File: src/rtl/keypad_lock_pkg.sv
package keypad_lock_pkg;

    localparam int KEY_COUNT = 10;
    localparam int KEY_SEL_W = $clog2(KEY_COUNT);

    typedef enum logic [2:0] {
        ST_IDLE,
        ST_ARMED,
        ST_PRESS,
        ST_DONE,
        ST_SUCCESS,
        ST_REJECT,
        ST_ALARM
    } lock_state_e;

endpackage

File: src/rtl/kl_pattern_decode.sv
module kl_pattern_decode
    import keypad_lock_pkg::*;
(
    input  logic                 init_key,
    input  logic [KEY_COUNT-1:0] digit_keys,
    input  logic [KEY_SEL_W-1:0] want,
    output logic                 all_low,
    output logic                 init_only,
    output logic                 want_hit
);

    logic [KEY_COUNT-1:0] want_vec;

    for (genvar g = 0; g < KEY_COUNT; g++) begin : g_want
        assign want_vec[g] = (want == KEY_SEL_W'(g));
    end

    always_comb begin
        all_low   = !init_key && (digit_keys == '0);
        init_only = init_key && (digit_keys == '0);
        want_hit  = init_key && (digit_keys == want_vec);
    end

endmodule

File: src/rtl/kl_fail_counter.sv
module kl_fail_counter #(
    parameter int MAX_FAILS = 3,
    localparam int FAIL_W   = $clog2(MAX_FAILS + 1)
) (
    input  logic              clk,
    input  logic              restart,
    input  logic              bump,
    input  logic              clear,
    output logic [FAIL_W-1:0] count,
    output logic              last_chance
);

    typedef struct packed {
        logic [FAIL_W-1:0] count;
    } cnt_t;

    cnt_t cnt_d, cnt_q;

    always_comb begin
        cnt_d = cnt_q;
        if (clear) begin
            cnt_d.count = '0;
        end else if (bump) begin
            cnt_d.count = cnt_q.count + 1'b1;
        end
    end

    always_ff @(posedge clk) begin
        if (restart) begin
            cnt_q <= '0;
        end else begin
            cnt_q <= cnt_d;
        end
    end

    assign count       = cnt_q.count;
    assign last_chance = (cnt_q.count == FAIL_W'(MAX_FAILS - 1));

    a_r7_count_bounded: assert property (@(posedge clk) disable iff (restart)
        count <= FAIL_W'(MAX_FAILS));

    a_r5_bump_adds_one: assert property (@(posedge clk) disable iff (restart)
        (bump && !clear) |=> (count == FAIL_W'($past(count) + 1'b1)));

    a_r8_clear_zeroes: assert property (@(posedge clk) disable iff (restart)
        clear |=> (count == '0));

endmodule

File: src/rtl/kl_sequencer.sv
module kl_sequencer
    import keypad_lock_pkg::*;
#(
    parameter int NUM_DIGITS = 4,
    parameter logic [NUM_DIGITS*KEY_SEL_W-1:0] CODE = 16'h1724,
    localparam int IDX_W = (NUM_DIGITS > 1) ? $clog2(NUM_DIGITS) : 1
) (
    input  logic                 clk,
    input  logic                 restart,
    input  logic                 init_key,
    input  logic                 all_low,
    input  logic                 init_only,
    input  logic                 want_hit,
    input  logic                 last_chance,
    output logic [KEY_SEL_W-1:0] want,
    output logic                 bump,
    output logic                 clear,
    output logic                 go,
    output logic                 alarm
);

    localparam logic [IDX_W-1:0] LAST_IDX = IDX_W'(NUM_DIGITS - 1);

    typedef struct packed {
        lock_state_e      state;
        logic [IDX_W-1:0] idx;
        logic             go;
        logic             alarm;
    } seq_t;

    seq_t seq_d, seq_q;
    logic [KEY_SEL_W-1:0] code_digits [NUM_DIGITS];
    logic                 wrong;

    for (genvar g = 0; g < NUM_DIGITS; g++) begin : g_digit
        assign code_digits[g] = CODE[(NUM_DIGITS-1-g)*KEY_SEL_W +: KEY_SEL_W];
    end

    assign want = code_digits[seq_q.idx];

    always_comb begin
        seq_d       = seq_q;
        seq_d.go    = (seq_q.state == ST_SUCCESS);
        seq_d.alarm = (seq_q.state == ST_ALARM);
        wrong       = 1'b0;
        clear       = 1'b0;
        case (seq_q.state)
            ST_IDLE: begin
                if (init_key) begin
                    seq_d.state = ST_ARMED;
                    seq_d.idx   = '0;
                end
            end
            ST_ARMED: begin
                if (want_hit) begin
                    seq_d.state = ST_PRESS;
                end else if (!init_only) begin
                    wrong = 1'b1;
                end
            end
            ST_PRESS: begin
                if (init_only) begin
                    if (seq_q.idx == LAST_IDX) begin
                        seq_d.state = ST_DONE;
                    end else begin
                        seq_d.state = ST_ARMED;
                        seq_d.idx   = seq_q.idx + 1'b1;
                    end
                end else if (!want_hit) begin
                    wrong = 1'b1;
                end
            end
            ST_DONE: begin
                if (all_low) begin
                    seq_d.state = ST_SUCCESS;
                    clear       = 1'b1;
                end else if (!init_only) begin
                    wrong = 1'b1;
                end
            end
            ST_SUCCESS: seq_d.state = ST_IDLE;
            ST_REJECT: begin
                if (!init_key) begin
                    seq_d.state = ST_IDLE;
                end
            end
            ST_ALARM: seq_d.state = ST_ALARM;
            default:  seq_d.state = ST_IDLE;
        endcase
        if (wrong) begin
            seq_d.state = last_chance ? ST_ALARM : ST_REJECT;
        end
        bump = wrong;
    end

    always_ff @(posedge clk) begin
        if (restart) begin
            seq_q <= '{state: ST_IDLE, idx: '0, go: 1'b0, alarm: 1'b0};
        end else begin
            seq_q <= seq_d;
        end
    end

    assign go    = seq_q.go;
    assign alarm = seq_q.alarm;

    a_r1_restart_clears: assert property (@(posedge clk)
        restart |=> (!go && !alarm && seq_q.state == ST_IDLE));

    a_r7_alarm_sticky: assert property (@(posedge clk) disable iff (restart)
        alarm |=> alarm);

    a_r7_alarm_state_holds: assert property (@(posedge clk) disable iff (restart)
        (seq_q.state == ST_ALARM) |=> (seq_q.state == ST_ALARM));

    a_r9_go_single: assert property (@(posedge clk) disable iff (restart)
        go |=> !go);

    a_r9_outputs_exclusive: assert property (@(posedge clk) disable iff (restart)
        !(go && alarm));

    a_r6_reject_holds: assert property (@(posedge clk) disable iff (restart)
        (seq_q.state == ST_REJECT && init_key) |=> (seq_q.state == ST_REJECT));

    a_r10_idle_needs_init: assert property (@(posedge clk) disable iff (restart)
        (seq_q.state == ST_IDLE && !init_key) |=> (seq_q.state == ST_IDLE));

endmodule

File: src/rtl/keypad_lock.sv
module keypad_lock
    import keypad_lock_pkg::*;
#(
    parameter int NUM_DIGITS = 4,
    parameter logic [NUM_DIGITS*KEY_SEL_W-1:0] CODE = 16'h1724,
    parameter int MAX_FAILS = 3
) (
    input  logic                 clk,
    input  logic                 restart,
    input  logic                 init_key,
    input  logic [KEY_COUNT-1:0] digit_keys,
    output logic                 go,
    output logic                 alarm
);

    localparam int FAIL_W = $clog2(MAX_FAILS + 1);

    logic [KEY_SEL_W-1:0] want;
    logic                 all_low;
    logic                 init_only;
    logic                 want_hit;
    logic                 bump;
    logic                 clear;
    logic                 last_chance;
    logic [FAIL_W-1:0]    fail_count;

    kl_pattern_decode u_decode (
        .init_key   (init_key),
        .digit_keys (digit_keys),
        .want       (want),
        .all_low    (all_low),
        .init_only  (init_only),
        .want_hit   (want_hit)
    );

    kl_fail_counter #(
        .MAX_FAILS (MAX_FAILS)
    ) u_fails (
        .clk         (clk),
        .restart     (restart),
        .bump        (bump),
        .clear       (clear),
        .count       (fail_count),
        .last_chance (last_chance)
    );

    kl_sequencer #(
        .NUM_DIGITS (NUM_DIGITS),
        .CODE       (CODE)
    ) u_seq (
        .clk         (clk),
        .restart     (restart),
        .init_key    (init_key),
        .all_low     (all_low),
        .init_only   (init_only),
        .want_hit    (want_hit),
        .last_chance (last_chance),
        .want        (want),
        .bump        (bump),
        .clear       (clear),
        .go          (go),
        .alarm       (alarm)
    );

    a_r8_go_after_clear: assert property (@(posedge clk) disable iff (restart)
        go |-> (fail_count == '0));

    a_r7_alarm_at_limit: assert property (@(posedge clk) disable iff (restart)
        alarm |-> (fail_count == FAIL_W'(MAX_FAILS)));

endmodule

File: config.mk
export PLATFORM = sky130hd
export DESIGN_NAME = keypad_lock
export DESIGN_NICKNAME = d
export VERILOG_FILES = /design/src/rtl/keypad_lock_pkg.sv /design/src/rtl/kl_pattern_decode.sv /design/src/rtl/kl_fail_counter.sv /design/src/rtl/kl_sequencer.sv /design/src/rtl/keypad_lock.sv
export SDC_FILE = /design/constraint.sdc
export NUM_CORES = 1
export LEC_CHECK = 0
export ABC_AREA = 1
export BUFFER_PORTS_ARGS = -buffer_cell sky130_fd_sc_hd__buf_2
export CAP_MARGIN = 20
export CELL_PAD_IN_SITES_DETAIL_PLACEMENT = 1
export CELL_PAD_IN_SITES_GLOBAL_PLACEMENT = 1
export CORE_ASPECT_RATIO = 0.6
export CORE_MARGIN = 2
export CORE_UTILIZATION = 41
export DETAILED_ROUTE_END_ITERATION = 16
export MAX_ROUTING_LAYER = met4
export PLACE_DENSITY = 0.9
export SLEW_MARGIN = 40
export SYNTH_ARGS = -nofsm -noshare
export SYNTH_HDL_FRONTEND = slang
export SYNTH_HIERARCHICAL = 1
export SYNTH_SLANG_ARGS = --single-unit
export TNS_END_PERCENT = 100
File: constraint.sdc
create_clock -name clk -period 3.9 [get_ports clk]
set_input_delay 0.39 -clock clk [delete_from_list [all_inputs] [get_ports clk]]
set_output_delay 0.39 -clock clk [all_outputs]
set_load 0.02 [all_outputs]
==> results by group <==
Timing
  • Unrepaired setup endpoints after global routing: no
  • Maximum clock frequency: 372 MHz
  • Share of the clock period used by the worst path after layout: 68.9%
  • Hold violation total from the final report: 0
  • Tightest hold margin: 0.431 ns
  • Max-slew violation count: 0
  • Post-layout minimum cycle time: 2.69 ns
  • Clock Skew: 0.000300 ns
  • Number of endpoints failing setup at the final stage: 0
  • Post-Route Setup TNS: 0 ns

Placed design
  • Number of I/O port buffers: 14
  • Detailed placer's ending HPWL: 2510 um
  • Placer's final routability congestion estimate: 0.868
  • Placed Cells: 210

CTS
  • Clock tree from TritonCTS: built
  • H-tree Lvls: 1
  • Worst skew pair latency: 0.23 ns
  • Post-CTS clock slew at the launch and capture registers of the worst setup and hold paths: 0.04 ns
  • TritonCTS Buffers: 3
  • CTS Hold Bufs: 0
  • Number of cells upsized or downsized after cts: 0
  • Clk root buf: sky130_fd_sc_hd__clkbuf_8
  • Clock Tree Buf Depth: 2
  • Sink count of the clock tree: 9
  • Count of buffers added by post-CTS timing repair for setup: 0

Route
  • Antenna Violating Nets Remaining: 0
  • First-iteration detailed-routing DRC count: 81
  • Routed vias: 1103
  • DRT Pass-1 Iters: 4
  • Drt total wl: 3260 um
  • DR WL/cell: 15.2 um
  • Vias per inst: 5.15
  • Drc violations: 0

Synth
  • Count of cell types in the netlist: 25
  • Most instantiated library cell after synthesis: sky130_fd_sc_hd__nand2_1
  • Synth top cells by count: sky130_fd_sc_hd__nand2_1, sky130_fd_sc_hd__nor2_1, sky130_fd_sc_hd__inv_1, sky130_fd_sc_hd__nand3_1
  • Dominant cell type by area after synthesis: sky130_fd_sc_hd__nand2_1
  • Fraction of post-synthesis cell area in the top cell type by area: 18.7%
  • Syn nets: 185
  • EDFF count, synth: 0
  • Fraction of the yosys area taken by sequential cells: 18.3%
  • Share of async-settable or async-resettable flops after synthesis: 0%
  • Summed instance area of the synthesized netlist: 985 um2
  • Flip-flop cell with the highest count after synthesis: sky130_fd_sc_hd__dfxtp_1
  • Average cell area after synthesis: 5.79 um2
  • Area contributors post-synth: sky130_fd_sc_hd__nand2_1, sky130_fd_sc_hd__dfxtp_1, sky130_fd_sc_hd__nor2_1
  • Synthesized instance count: 170
  • #FFs+latches synth: 9
  • YS warnings: 6

Power
  • Internal Dissipation: 332 uW
  • Gate power share: 59.5%
  • Total net switching power: 376 uW
  • VDD IR-drop max: 0.401 mV
  • Fraction of power consumed by sequential logic: 25.1%
  • Fraction of power consumed by the clock network: 15.4%
  • Power density over the cells: 642 nW/um2
  • Lkg Pwr: 0.000561 uW
  • Switching Share: 53.2%
  • Total chip power: 708 uW

Worst setup path
  • Worst r2r dst: u_seq/seq_q[4]
  • Reg-to-reg critical path startpoint: u_seq/seq_q[2]
  • Number of cells on the critical path: 16
  • Largest fanout on the critical path: 7
  • Critical Path Sink: u_seq/seq_q[4]
  • Buffers plus inverters on the worst setup path: 1
  • Register-to-register setup slack: 1.21 ns
  • Worst path required time: 4.02 ns
  • Launching instance or port of the critical path: u_seq/seq_q[2]
  • Largest delay share family, worst path: simple AND/OR/NAND/NOR gates
  • Critical path capture point type: register
  • Cell seen most often among critical-path stages: sky130_fd_sc_hd__nand2_1
  • Cells traversed along the worst timing path: ha_1, inv_2, nor2_2, nand3b_1, nand2_1, nor2_1, nand2_1, nor3_2, nor2_1, nand3_1, nand3_4, nand2_1, nand2_1, nand3_1, nand2_1, nor2_1
  • Critical path launch point type: register
  • Crit Path Category: reg2reg
  • Critical-path top delay cell: sky130_fd_sc_hd__ha_1
  • Maximum cell stage delay along the critical path: 0.47 ns
  • Arrival @ worst endpoint: 2.81 ns
  • Length in cells of the worst reg-to-reg path: 16

Floorplan
  • Effective utilization at floorplan: 44.5%
  • Placeable core region: 2210 um2
  • Die extent in y: 42.0 um
  • # IOs: 15
  • Die area: 2820 um2
  • Number of standard-cell rows in the floorplan: 13
  • Die W: 67.3 um

Global routing
  • Wire length of the first global-routing pass: 5440 um
  • Overall overflow remaining after global route: 0
  • Initial antenna violation count: 0
  • Global routing usage summed across all routing layers: 27.1%
  • Vias in the first global route: 1136
  • Maximum number of pins on one net before global-route repair: 11

Cells and area
  • Non-filler cells in the finished layout: 214
  • Net count of the finished layout: 200
  • Share of layout cells above drive strength 1: 26.1%
  • Number of inserted diodes: 0
  • Area added between synthesis and finish: 12.1%

Run status
  • Outcome: complete, no violations

Run
  • Maxcap violations: 0

Worst hold path
  • Worst Hold Class: in2reg
worst reg2reg max path, delay by kind of cell (launching register included):
kind / cells / cell delay (ns)
buffers and inverters: 1 / 0.06
and+or+nand+nor: 14 / 1.65
DFF: 1 / 0.38
adders and majority gates: 1 / 0.47
metrics by stage:
step	instance area (um2)	worst slack (ns)	utilization [%]
floorplan	985	1.83	-
global placement	1060	1.55	47.9
detailed placement	1060	1.39	47.9
CTS	1100	1.29	49.9
global route	1100	1.07	49.9
finish	1100	1.21	49.9
power groups by stage:
stage               logic, uW  registers [uW]  clock network [uW]
CTS                       412             176                 112
detailed placement        397             178                   0
floorplan                 349             145                   0
finish                    422             178                 109
global route              466             184                 118
global placement          376             172                   0
routing by layer:
| layer | track usage [%] | part of all wire [%] | vias to the layer above |
|---|---|---|---|
| met4 | 4.08 | 1.8 | 0 |
| met3 | 7.59 | 5.5 | 6 |
| met2 | 41.8 | 45 | 32 |
| li1 | - | - | 555 |
| met5 | - | 0 | - |
| met1 | 35.9 | 48 | 510 |
cells by family after synthesis:
kind of cell | after synthesis | share of synthesized area (%)
simple gates | 118 | 60.4
buf+inv | 32 | 14.4
flops | 9 | 18.3
compound gates | 8 | 4.07
fa+ha+maj | 2 | 2.54
other cells | 1 | 0.381
placed cells by master, fill, tap and decap left out, drive strengths merged:
cell    synthesis  layout
nor2           36      36
ha              2       2
dfxtp           9       9
nand3          15      15
a21oi           5       5
nor3            4       4
o21ai           3       3
buf             4      14
nand3b          4       4
inv            28      28
nand4           2       2
clkbuf          0       4
conb            1       1
nand2          54      54
nor4            3       3
cell type report:
| type | instances | area (um2) |
|---|---|---|
| clock buffer | 4 | 45.0 |
| fill | 317 | 1110 |
| inverter | 28 | 108 |
| multi-input combinational | 129 | 663 |
| sequential | 9 | 180 |
| tap | 30 | 37.5 |
| timing repair buffer | 14 | 70.1 |
state kept, by name (all words and copies together), names as in the netlist:
| signal | flops |
|---|---|
| u_fails/count | 2 |
| u_seq/go | 1 |
| u_seq/alarm | 1 |
| u_seq/seq_q | 5 |
worst min path at each step:
stage | endpoint | cells after the start | start | slack, ns
after floorplan | u_seq/seq_q[3] | 2 | u_seq/seq_q[3] | 0.46
after global placement | u_seq/seq_q[3] | 2 | u_seq/seq_q[3] | 0.48
after detailed placement | u_seq/seq_q[3] | 2 | u_seq/seq_q[3] | 0.50
after CTS | u_seq/alarm | 2 | restart | 0.43
after global routing | u_seq/alarm | 2 | restart | 0.44
final | u_seq/alarm | 2 | restart | 0.43
Power figures use the tool's default switching activity.
